## src/rtl/ddr2i_pkg.sv

```systemverilog
package ddr2i_pkg;

  typedef struct packed {
    logic cs_n;
    logic ras_n;
    logic cas_n;
    logic we_n;
  } ddr2i_cmd_t;

  localparam ddr2i_cmd_t CMD_NOP  = '{cs_n: 1'b0, ras_n: 1'b1, cas_n: 1'b1, we_n: 1'b1};
  localparam ddr2i_cmd_t CMD_MODE = '{cs_n: 1'b0, ras_n: 1'b0, cas_n: 1'b0, we_n: 1'b0};

  typedef enum logic [1:0] {
    ST_IDLE   = 2'd0,
    ST_RUN    = 2'd1,
    ST_NORMAL = 2'd2
  } ddr2i_state_t;

  // field positions inside the register words
  localparam int BL_LSB      = 0;
  localparam int CL_LSB      = 4;
  localparam int DLL_RST_BIT = 8;
  localparam int OCD_LSB     = 7;
  localparam int OCD_W       = 3;

  // command steps
  localparam logic [1:0] STEP_MRS      = 2'd0;
  localparam logic [1:0] STEP_OCD_DFLT = 2'd1;
  localparam logic [1:0] STEP_OCD_EXIT = 2'd2;

endpackage

```

## src/rtl/ddr2i_seq_fsm.sv

```systemverilog
module ddr2i_seq_fsm
  import ddr2i_pkg::*;
#(
  parameter int TMRD_W = 4
) (
  input  logic              clk,
  input  logic              rst_n,
  input  logic              start,
  input  logic [TMRD_W-1:0] tmrd_cycles,
  output logic              issue,
  output logic [1:0]        issue_step,
  output logic              arm,
  output logic              done
);

  localparam logic [TMRD_W-1:0] TMRD_MIN = TMRD_W'(2);

  ddr2i_state_t      state_q;
  logic [1:0]        step_q;
  logic [TMRD_W-1:0] wait_q;
  logic [TMRD_W-1:0] tmrd_eff;
  logic [TMRD_W-1:0] wait_load;

  assign tmrd_eff  = (tmrd_cycles < TMRD_MIN) ? TMRD_MIN : tmrd_cycles;
  assign wait_load = tmrd_eff - TMRD_W'(1);

  always_comb begin
    issue      = 1'b0;
    issue_step = step_q;
    arm        = 1'b0;
    unique case (state_q)
      ST_IDLE: begin
        if (start) begin
          issue      = 1'b1;
          issue_step = STEP_MRS;
        end
      end
      ST_RUN: begin
        if (wait_q == '0) begin
          if (step_q == STEP_OCD_EXIT) begin
            arm = 1'b1;
          end else begin
            issue      = 1'b1;
            issue_step = step_q + 2'd1;
          end
        end
      end
      default: ;
    endcase
  end

  always_ff @(posedge clk or negedge rst_n) begin
    if (!rst_n) begin
      state_q <= ST_IDLE;
      step_q  <= STEP_MRS;
      wait_q  <= '0;
    end else begin
      unique case (state_q)
        ST_IDLE: begin
          if (start) begin
            state_q <= ST_RUN;
            step_q  <= STEP_MRS;
            wait_q  <= wait_load;
          end
        end
        ST_RUN: begin
          if (wait_q == '0) begin
            if (step_q == STEP_OCD_EXIT) begin
              state_q <= ST_NORMAL;
            end else begin
              step_q <= step_q + 2'd1;
              wait_q <= wait_load;
            end
          end else begin
            wait_q <= wait_q - TMRD_W'(1);
          end
        end
        default: ;
      endcase
    end
  end

  assign done = (state_q == ST_NORMAL);


  done_sticky_chk: assert property (@(posedge clk) disable iff (!rst_n)
    done |=> done);


  step_range_chk: assert property (@(posedge clk) disable iff (!rst_n)
    issue |-> (issue_step <= STEP_OCD_EXIT));

endmodule

```

## src/rtl/ddr2i_word_build.sv

```systemverilog
module ddr2i_word_build
  import ddr2i_pkg::*;
#(
  parameter int ADDR_W = 13,
  parameter int BA_W   = 2
) (
  input  logic [1:0]        step,
  input  logic [2:0]        cas_lat,
  input  logic [2:0]        burst_len,
  input  logic [ADDR_W-1:0] emr_bits,
  output logic [BA_W-1:0]   ba_word,
  output logic [ADDR_W-1:0] addr_word
);

  localparam logic [BA_W-1:0] BA_MAIN = BA_W'(0);
  localparam logic [BA_W-1:0] BA_EXT1 = BA_W'(1);

  logic [ADDR_W-1:0] main_word;
  logic [ADDR_W-1:0] ext_word;

  always_comb begin
    main_word                 = '0;
    main_word[BL_LSB +: 3]    = burst_len;
    main_word[CL_LSB +: 3]    = cas_lat;
    main_word[DLL_RST_BIT]    = 1'b0;

    ext_word                  = emr_bits;
    ext_word[OCD_LSB +: OCD_W] = (step == STEP_OCD_DFLT) ? {OCD_W{1'b1}} : {OCD_W{1'b0}};

    if (step == STEP_MRS) begin
      ba_word   = BA_MAIN;
      addr_word = main_word;
    end else begin
      ba_word   = BA_EXT1;
      addr_word = ext_word;
    end
  end

endmodule

```

## src/rtl/ddr2i_refresh_timer.sv

```systemverilog
module ddr2i_refresh_timer #(
  parameter int RCNT_W = 16
) (
  input  logic              clk,
  input  logic              rst_n,
  input  logic              arm,
  input  logic [RCNT_W-1:0] refresh_count,
  output logic              refresh_req
);

  logic [RCNT_W-1:0] cnt_q;

  always_ff @(posedge clk or negedge rst_n) begin
    if (!rst_n) begin
      cnt_q       <= '0;
      refresh_req <= 1'b0;
    end else if (arm) begin
      cnt_q       <= refresh_count;
      refresh_req <= 1'b0;
    end else if (cnt_q == RCNT_W'(1)) begin
      cnt_q       <= refresh_count;
      refresh_req <= 1'b1;
    end else begin
      if (cnt_q != '0) cnt_q <= cnt_q - RCNT_W'(1);
      refresh_req <= 1'b0;
    end
  end


  idle_timer_quiet_chk: assert property (@(posedge clk) disable iff (!rst_n)
    (cnt_q == '0 && !arm) |=> !refresh_req);

endmodule

```

## src/rtl/ddr2_modeinit_seq.sv

```systemverilog
module ddr2_modeinit_seq
  import ddr2i_pkg::*;
#(
  parameter int ADDR_W = 13,
  parameter int BA_W   = 2,
  parameter int TMRD_W = 4,
  parameter int RCNT_W = 16
) (
  input  logic              clk,
  input  logic              rst_n,
  input  logic              start,
  input  logic [2:0]        cas_lat,
  input  logic [2:0]        burst_len,
  input  logic [ADDR_W-1:0] emr_bits,
  input  logic [TMRD_W-1:0] tmrd_cycles,
  input  logic [RCNT_W-1:0] refresh_count,
  output logic              cs_n,
  output logic              ras_n,
  output logic              cas_n,
  output logic              we_n,
  output logic [BA_W-1:0]   ba,
  output logic [ADDR_W-1:0] addr,
  output logic              refresh_req,
  output logic              done
);

  logic              issue;
  logic [1:0]        issue_step;
  logic              arm;
  logic [BA_W-1:0]   ba_word;
  logic [ADDR_W-1:0] addr_word;
  ddr2i_cmd_t        cmd_q;

  ddr2i_seq_fsm #(.TMRD_W(TMRD_W)) u_fsm (
    .clk         (clk),
    .rst_n       (rst_n),
    .start       (start),
    .tmrd_cycles (tmrd_cycles),
    .issue       (issue),
    .issue_step  (issue_step),
    .arm         (arm),
    .done        (done)
  );

  ddr2i_word_build #(.ADDR_W(ADDR_W), .BA_W(BA_W)) u_word (
    .step      (issue_step),
    .cas_lat   (cas_lat),
    .burst_len (burst_len),
    .emr_bits  (emr_bits),
    .ba_word   (ba_word),
    .addr_word (addr_word)
  );

  ddr2i_refresh_timer #(.RCNT_W(RCNT_W)) u_refresh (
    .clk           (clk),
    .rst_n         (rst_n),
    .arm           (arm),
    .refresh_count (refresh_count),
    .refresh_req   (refresh_req)
  );

  // command bus register
  always_ff @(posedge clk or negedge rst_n) begin
    if (!rst_n) begin
      cmd_q <= CMD_NOP;
      ba    <= '0;
      addr  <= '0;
    end else if (issue) begin
      cmd_q <= CMD_MODE;
      ba    <= ba_word;
      addr  <= addr_word;
    end else begin
      cmd_q <= CMD_NOP;
      ba    <= '0;
      addr  <= '0;
    end
  end

  assign cs_n  = cmd_q.cs_n;
  assign ras_n = cmd_q.ras_n;
  assign cas_n = cmd_q.cas_n;
  assign we_n  = cmd_q.we_n;

  logic mode_cmd;
  assign mode_cmd = !cs_n && !ras_n && !cas_n && !we_n;


  cmd_spacing_chk: assert property (@(posedge clk) disable iff (!rst_n)
    mode_cmd |=> (!cs_n && ras_n && cas_n && we_n));


  ocd_field_chk: assert property (@(posedge clk) disable iff (!rst_n)
    (mode_cmd && ba == BA_W'(1)) |->
      (addr[OCD_LSB +: OCD_W] == {OCD_W{1'b1}} || addr[OCD_LSB +: OCD_W] == {OCD_W{1'b0}}));


  dll_reset_off_chk: assert property (@(posedge clk) disable iff (!rst_n)
    (mode_cmd && ba == BA_W'(0)) |-> !addr[DLL_RST_BIT]);


  refresh_after_done_chk: assert property (@(posedge clk) disable iff (!rst_n)
    refresh_req |-> done);


  no_cmd_after_done_chk: assert property (@(posedge clk) disable iff (!rst_n)
    (done && $past(done)) |-> !mode_cmd);

endmodule

```

## config.mk

```make
export PLATFORM = sky130hd
export DESIGN_NAME = ddr2_modeinit_seq
export DESIGN_NICKNAME = d
export VERILOG_FILES = /design/src/rtl/ddr2i_pkg.sv /design/src/rtl/ddr2i_seq_fsm.sv /design/src/rtl/ddr2i_word_build.sv /design/src/rtl/ddr2i_refresh_timer.sv /design/src/rtl/ddr2_modeinit_seq.sv
export SDC_FILE = /design/constraint.sdc
export NUM_CORES = 1
export LEC_CHECK = 0
export BUFFER_PORTS_ARGS = -buffer_cell sky130_fd_sc_hd__buf_2
export CAP_MARGIN = 20
export CELL_PAD_IN_SITES_DETAIL_PLACEMENT = 1
export CELL_PAD_IN_SITES_GLOBAL_PLACEMENT = 1
export CORE_MARGIN = 1.5
export CORE_UTILIZATION = 35
export DETAILED_ROUTE_END_ITERATION = 6
export PLACE_DENSITY = 0.85
export SYNTH_ARGS = -nofsm -noshare
export SYNTH_HDL_FRONTEND = slang
export SYNTH_SLANG_ARGS = --single-unit
export TNS_END_PERCENT = 50
```

## constraint.sdc

```tcl
create_clock -name clk -period 2.05 [get_ports clk]
set_clock_uncertainty 0.1 [all_clocks]
set_input_delay 0.41 -clock clk [delete_from_list [all_inputs] [get_ports clk]]
set_output_delay 0.41 -clock clk [all_outputs]
set_load 0.05 [all_outputs]
```

==> impl_metrics.toml, run 1 <==
[outcome]
status = "completed"

[critical_path]
cp_max_fo = 6
critPathLaunch = "u_fsm.wait_q[0]"
cp.required_ns = 2.12
critPathTopFamily = "simple AND/OR/NAND/NOR gates"
cp-start-kind = "flip-flop"
slowest_stage = "or3b_4"
r2r_start = "u_fsm.wait_q[0]"
worst-path-buf-inv = 1
r2r_setup_slack_ns = 0.09
crit_arrival_ns = 2.03
end_kind = "flip-flop"
worstPathCellList = "inv_1, ha_1, or3b_4, or3_4, nand3_1, a21oi_1"
criticalPathCategory = "flip-flop to flip-flop"
slowest_delay_ns = 0.42

[route]
drc = 0
routed_wirelength_um = 6190
drt_pass1_iterations = 4
avgRoutedWirePerCell_um = 16.6
drtAntennaViolNets = 0
via_per_inst = 5.31
vias = 1979
first_iter_violations = 69

[sta]
slew_viol_final = 0
setup_violations = 0
timing.fmax_mhz = 510
final-hold-violation-count = 0
period_share_pct = 95.6
worst_slack_ns = 0.0900
period_minus_slack_ns = 1.96

[min_path]
min_from = "refresh_count[13]"
hold_class = "primary input to flip-flop"

[placed_design]
finalWeightedCongestion = 0.844
place_inst = 362
hpwl_um = 4600
place_ws_ns = 0.0417
port_buffers = 57

[synthesis]
synth.cell_area_um2 = 2200
yosysTopAreaCell = "dfrtp_1"
synth_common_cells = "37 x dfrtp_1, 16 x a21oi_1, 16 x inv_1"
synth_flop_cell = "dfrtp_1"
yosysTopAreaCellShare_pct = 42.1
yosysMostFrequentCell = "dfrtp_1"
synthArstFlopShare_pct = 100
netlist_top_cells_area = "dfrtp_1 42%, ha_1 4.6%, a21oi_1 3.6%"
yosys_warnings = 0
synthDistinctLibCells = 54
synthCells = 222
ys_seq_area_share_pct = 43.3
synth_edf_count = 0
avgSynthCellArea_um2 = 9.90
yosys_register_bits = 38

[floorplan]
start_util_pct = 36.7
io_pins = 63
dieArea_um2 = 6770
die_x_um = 82.3
die_y_um = 82.3
design.core.area_um2 = 5990
fp-row-count = 28

[finish]
syn_to_final_growth_pct = 28.3
regArea_um2 = 952
fillers = 718
multiInputGateArea_um2 = 1130
nets = 347
final-instance-count-excl-fill = 373
drive_above_1_share_pct = 35.9
diodes = 0

[clocking]
clk_path_buf_depth = 2
cts-root-buf = "clkbuf_8"
clkSinkCount = 38
htreeDepth = 2
clk_latency_ns = 0.29
tritoncts = "built"
numCtsBuffers = 5
path_clk_slew_ns = 0.08

[global_routing]
grt.total_usage_pct = 19.3
overflow = 0
grt_max_degree = 23
first_global_vias = 2069
antenna_found_initial = 0
grt_pass1_wl_um = 9920

[power_and_ir_drop]
leakage_nw = 1.33
peakVddDrop_v = 0.000594
p_per_area_nw_per_um2 = 1220

[run]
drv_cap = 0
cells by family after synthesis:
logic type               after synthesis  share of synthesized area, %
adder cells (fa/ha/maj)                8                          4.55
XOR/XNOR                              11                          4.38
other                                  1                         0.171
AND/OR/NAND/NOR                       71                          19.6
multiplexers                           6                          3.02
buffers and inverters                 29                          6.43
flip-flops                            38                          43.3
AO/OA/AOI/OAI                         58                          18.5
area by class of cell:
cell class              count  area share [%]
clock inverters             1            1.06
multi-input cells         156            39.9
repair buffers             80            16.8
clock buffers               7            3.06
inverters                  16            2.13
flip-flops and latches     38            33.7
well taps                  75            3.33
flip-flops by register name, indices dropped and copies added (netlist names):
| register | count |
|---|---|
| ba | 1 |
| u_refresh.refresh_req | 1 |
| u_fsm.state_q | 2 |
| addr | 11 |
| cas_n | 1 |
| u_refresh.cnt_q | 16 |
| u_fsm.step_q | 2 |
| u_fsm.wait_q | 4 |
worst paths after layout:
kind                                             to  cells after the start
worst max register to register              addr[2]                      6
worst min-delay path            u_refresh.cnt_q[13]                      2
worst max-delay path                        addr[2]                      6
worst min register to register      u_fsm.step_q[0]                      2
max in group asynchronous                     cas_n                      3
min in group asynchronous       u_refresh.cnt_q[11]                      2
layer usage:
layer | wire [µm] | track usage, % | up-vias
met1 | 2620 | 23.2 | 987
li1 | - | - | 943
met2 | 3190 | 33.8 | 41
met3 | 281 | 3.96 | 8
met5 | 0 | 0 | -
met4 | 106 | 6.78 | 0
stage by stage:
step / TNS [ns] / cell area (µm²) / total power [W] / util, % / hold WS, ns
2_1_floorplan: 0 / 2200 / 0.00223 / - / 0.0144
3_3_place_gp: 0 / 2660 / 0.00263 / 44.4 / 0.272
3_5_place_dp: 0 / 2660 / 0.00274 / 44.4 / 0.279
4_1_cts: 0 / 2800 / 0.00345 / 46.8 / 0.214
5_1_grt: -0.0544 / 2820 / 0.00370 / 47.1 / 0.213
6_report: 0 / 2820 / 0.00345 / 47.1 / 0.221
timing repair:
item,in CTS,in global routing
hold endpoints to repair,16,0
resized for setup,0,4
endpoints found under the setup margin,1,13
hold buffers,1,0
pin swaps,1,0
setup buffers,2,0
power breakdown:
part	switching (W)	total (W)	internal, W
logic	0.000889	0.00151	0.000622
clock network	0.000271	0.000667	0.000397
registers	0.000288	0.00127	0.000983
cells in the final DEF, fill, tap and decap left out, types with 4 or more instances in the layout:
cell | Yosys | final
inv_1 | 16 | 16
and2_1 | 4 | 4
clkbuf_8 | 0 | 6
nand3_1 | 14 | 13
nand4_1 | 6 | 6
nand2_1 | 8 | 8
dfrtp_1 | 37 | 37
nor3_1 | 6 | 5
ha_1 | 8 | 8
mux2_2 | 5 | 5
buf_4 | 6 | 21
buf_2 | 2 | 57
xor2_1 | 7 | 7
o2bb2ai_1 | 9 | 9
xnor2_1 | 4 | 4
nor2_1 | 13 | 13
a21oi_1 | 16 | 16
o21ai_0 | 14 | 14
No activity file was read; power rests on OpenSTA's default activity.
==> run 2, diff against run 1 <==
--- a/config.mk
+++ b/config.mk
@@ -6,12 +6,13 @@
 export NUM_CORES = 1
 export LEC_CHECK = 0
 export BUFFER_PORTS_ARGS = -buffer_cell sky130_fd_sc_hd__buf_2
-export CAP_MARGIN = 20
 export CELL_PAD_IN_SITES_DETAIL_PLACEMENT = 1
 export CELL_PAD_IN_SITES_GLOBAL_PLACEMENT = 1
 export CORE_MARGIN = 1.5
 export CORE_UTILIZATION = 35
 export DETAILED_ROUTE_END_ITERATION = 6
+export GPL_TIMING_DRIVEN = 0
+export HOLD_SLACK_MARGIN = 0.05
 export PLACE_DENSITY = 0.85
 export SYNTH_ARGS = -nofsm -noshare
 export SYNTH_HDL_FRONTEND = slang
==> impl_metrics.toml, run 2 (synthesized netlist as in run 1, its figures left out) <==
[sta]
period_minus_slack_ns = 1.95
period_share_pct = 95.3
setup_violations = 0
timing.fmax_mhz = 512
slew-limit-headroom_pct = 42.5
worst_pin_slew_ns = 0.863
whs_ns = 0.114
slew_viol_final = 0
final-hold-violation-count = 0

[global_routing]
grt.total_usage_pct = 18.7
grt_max_degree = 39
overflow = 0
grt_pass1_wl_um = 9710
first_global_vias = 2076
antenna_found_initial = 0

[route]
avgRoutedWirePerCell_um = 16.3
via_per_inst = 5.33
routed_wirelength_um = 5990
first_iter_violations = 76
drc = 0
drt_pass1_iterations = 4
drtAntennaViolNets = 0
vias = 1960

[finish]
multiInputGateArea_um2 = 1200
final_cell_mix = "58 x buf_2, 37 x dfrtp_1, 16 x a21oi_1"
layout_commonest_cell = "buf_2"
nets = 342
syn_to_final_growth_pct = 31.4
regMostFlops = "u_refresh.cnt_q"
largest_register_ff_count = 16
final_area_um2 = 2890
fillers = 705
diodes = 0
drive_above_1_share_pct = 37.5
top_regs = "u_refresh.cnt_q x16, addr x11, u_fsm.wait_q x4"
regArea_um2 = 952
utilization_pct = 48.2

[floorplan]
die_y_um = 82.3
die_x_um = 82.3
fp-row-count = 28
start_util_pct = 36.7
design.core.area_um2 = 5990
io_pins = 63
dieArea_um2 = 6770

[critical_path]
cp-start-kind = "flip-flop"
reg2reg_depth = 7
worstPathCellList = "inv_2, ha_4, nor3b_4, nand3_4, o31ai_4, buf_12, mux2_2"
crit_arrival_ns = 2.04
slowest_stage = "dfrtp_1"
slowest_delay_ns = 0.42
criticalPathCategory = "flip-flop to flip-flop"
end_kind = "flip-flop"
r2r_start = "u_fsm.wait_q[0]"
cp_max_fo = 7
cp.required_ns = 2.14
critPathLaunch = "u_fsm.wait_q[0]"

[placed_design]
place_area_um2 = 2580
finalWeightedCongestion = 0.836
port_buffers = 57
hpwl_um = 4300

[clocking]
cts-root-buf = "clkbuf_8"
clk_path_buf_depth = 2
numCtsBuffers = 5
path_clk_slew_ns = 0.09
clk_latency_ns = 0.30
clkSinkCount = 38
tritoncts = "built"
htreeDepth = 2

[min_path]
hold_class = "primary input to asynchronous set/reset pin"

[power_and_ir_drop]
peakVddDrop_v = 0.000600
total_power_w = 0.00356
leakage_nw = 1.33
p_per_area_nw_per_um2 = 1230

[outcome]
status = "completed"

[run]
drv_cap = 0
run 2: final cells by class:
class / instances / share of cell area, %
timing repair buffer: 65 / 12.8
buffer: 10 / 2.51
inverter: 16 / 2.08
clock buffer: 5 / 2.38
multi-input combinational: 156 / 41.6
sequential: 38 / 33.0
tap: 75 / 3.25
clock inverter: 3 / 2.38
run 2: per-layer routing:
layer	up-vias	GRT usage, %	wire length [µm]
met5	-	0	0
met3	9	3.85	227
met2	44	34.0	3210
met1	972	22.6	2480
met4	0	4.24	75
li1	935	-	-
run 2: timing repair:
action	4_1_cts	5_1_grt
hold buffers	0	0
setup buffers	6	2
pin swaps	4	4
gates resized for setup	6	13
setup endpoints to repair	23	27
run 2: worst paths after layout:
check                                endpoint  slack (ns)
setup reg to reg           u_refresh.cnt_q[5]         0.1
min in group clk                     addr[10]        0.22
hold / removal             u_refresh.cnt_q[3]        0.11
setup / recovery           u_refresh.cnt_q[5]         0.1
max in group asynchronous  u_refresh.cnt_q[6]        1.18
hold reg to reg               u_fsm.wait_q[0]        0.52
run 2: through the flow:
stage | worst slack (ns) | cells | TNS, ns
global placement | -0.128 | 355 | -1.95
finish | 0.0964 | 368 | 0
CTS | 0.0164 | 367 | 0
detailed placement | -0.223 | 355 | -3.42
global route | -0.0297 | 368 | -0.0844
floorplan | 0.118 | 223 | 0
run 2: critical path: cells and delay by family (launching register included):
family	cells	cell delay, ns
fa+ha+maj	1	0.14
buf+inv	2	0.26
flops	1	0.42
compound gates	1	0.10
mux	1	0.33
simple gates	2	0.49
run 2: power breakdown:
group          internal, W  switching, W
clock             0.000488      0.000310
sequential        0.000982      0.000326
combinational     0.000581      0.000874
total              0.00205       0.00151
==> run 3, diff against run 2 <==
--- a/config.mk
+++ b/config.mk
@@ -6,14 +6,11 @@
 export NUM_CORES = 1
 export LEC_CHECK = 0
 export BUFFER_PORTS_ARGS = -buffer_cell sky130_fd_sc_hd__buf_2
-export CELL_PAD_IN_SITES_DETAIL_PLACEMENT = 1
-export CELL_PAD_IN_SITES_GLOBAL_PLACEMENT = 1
-export CORE_MARGIN = 1.5
-export CORE_UTILIZATION = 35
+export CORE_UTILIZATION = 40
 export DETAILED_ROUTE_END_ITERATION = 6
 export GPL_TIMING_DRIVEN = 0
 export HOLD_SLACK_MARGIN = 0.05
-export PLACE_DENSITY = 0.85
+export PLACE_DENSITY = 0.77
 export SYNTH_ARGS = -nofsm -noshare
 export SYNTH_HDL_FRONTEND = slang
 export SYNTH_SLANG_ARGS = --single-unit
==> impl_metrics.toml, run 3 (synthesized netlist as in run 1, its figures left out) <==
[outcome]
status = "completed"

[global_routing]
first_global_vias = 1780
grt.total_usage_pct = 17.9
grt_pass1_wl_um = 8190
grt_max_degree = 39
antenna_found_initial = 0
overflow = 0

[floorplan]
design.core.area_um2 = 5200
fp-row-count = 26
io_pins = 63
die_y_um = 76.1
dieArea_um2 = 5800
die_x_um = 76.1
start_util_pct = 42.2

[sta]
rsz0062_at_grt = "true"
timing.fmax_mhz = 506
period_share_pct = 96.5
setup_violations = 0
final-hold-violation-count = 0
slew-limit-headroom_pct = 43.4
slew_viol_final = 0
period_minus_slack_ns = 1.98
worst_pin_slew_ns = 0.849
finalSetupTns_ns = 0

[finish]
largest_register_ff_count = 16
layout_commonest_cell = "buf_2"
drive_above_1_share_pct = 36.6
syn_to_final_growth_pct = 28.9
top_regs = "u_refresh.cnt_q x16, addr x11, u_fsm.wait_q x4"
diodes = 0
final_cell_mix = "58 x buf_2, 36 x dfrtp_1, 16 x a21oi_1"
nets = 344
regMostFlops = "u_refresh.cnt_q"
final-instance-count-excl-fill = 365
final_area_um2 = 2830

[critical_path]
cp-start-kind = "flip-flop"
r2r_setup_slack_ns = 0.07
worstPathCellList = "inv_2, ha_1, nor3b_4, nand3_4, o31ai_4, buf_6, mux2_2"
slowest_delay_ns = 0.41
cp.required_ns = 2.13
criticalPathCategory = "flip-flop to flip-flop"
end_kind = "flip-flop"
crit_arrival_ns = 2.06
slowest_stage = "dfrtp_1"
cp_max_fo = 6

[placed_design]
port_buffers = 57
place_area_um2 = 2570
finalWeightedCongestion = 0.848
place_inst = 350
hpwl_um = 3450

[clocking]
ctsHoldBuffers = 0
htreeDepth = 2
cts-root-buf = "clkbuf_8"
clkSinkCount = 38
tritoncts = "built"
numCtsBuffers = 5
clk_path_buf_depth = 2
path_clk_slew_ns = 0.07
clk_latency_ns = 0.29

[power_and_ir_drop]
leakage_nw = 1.32
p_per_area_nw_per_um2 = 1170
peakVddDrop_v = 0.000484

[min_path]
hold_class = "primary input to asynchronous set/reset pin"

[route]
drc = 0
drt_pass1_iterations = 4
vias = 1931
first_iter_violations = 99
drtAntennaViolNets = 0
routed_wirelength_um = 4940
avgRoutedWirePerCell_um = 13.5
via_per_inst = 5.29

[run]
drv_cap = 0
[run 3: repair_timing]
action / CTS / global route
setup buffers: 4 / 5
endpoints found under the setup margin: 20 / 27
cloned: 1 / 0
pin swaps: 3 / 7
hold endpoints to repair: 0 / 0
resized for setup: 6 / 13
[run 3: critical path, delay by kind of cell, from the launching register on]
family	cells	cell delay, ns
and+or+nand+nor	2	0.54
adders and majority gates	1	0.16
buffers and inverters	2	0.24
DFF	1	0.41
muxes	1	0.32
AOI/OAI and AO/OA	1	0.11
[run 3: layer usage]
layer  global-route usage (%)  share of wire, %  vias to the layer above
met5                        0                 0                        -
met2                     27.8                45                       70
met3                     3.83               6.5                       10
met1                     23.6                46                      907
li1                         -                 -                      944
met4                     8.85               2.3                        0
[run 3: metrics by stage]
| step | setup WS (ns) | total power, W | hold slack [ns] | utilization [%] |
|---|---|---|---|---|
| global route | -0.0412 | 0.00358 | 0.197 | 54.4 |
| detailed placement | -0.132 | 0.00254 | 0.473 | 49.5 |
| CTS | 0.00239 | 0.00324 | 0.163 | 52.8 |
| global placement | -0.121 | 0.00249 | 0.450 | 49.5 |
| finish | 0.0722 | 0.00331 | 0.125 | 54.4 |
| floorplan | 0.118 | 0.00223 | 0.0144 | - |
[run 3: cell type report]
class	instances	area (µm²)
fillers	470	2370
multi-input cells	157	1190
flip-flops and latches	38	953
repair buffers	66	360
well taps	70	87.6
clock buffers	7	76.3
plain buffers	10	76.3
inverters	16	60.1
clock inverters	1	30.0
[run 3: final timing paths]
check	from	to	cells past startpoint
max	u_fsm.wait_q[0]	u_refresh.cnt_q[11]	7
min	rst_n	u_refresh.cnt_q[2]	1
max reg2reg	u_fsm.wait_q[0]	u_refresh.cnt_q[11]	7
min reg2reg	u_fsm.wait_q[0]	u_fsm.wait_q[0]	2
max in group asynchronous	rst_n	u_refresh.cnt_q[12]	1
min in group clk	emr_bits[12]	addr[12]	2
[run 3: where the power goes]
group	total, W	internal [W]	switching, W
logic	0.00139	0.000569	0.000824
clock network	0.000624	0.000364	0.000260
registers	0.00129	0.000985	0.000304
total	0.00331	0.00192	0.00139
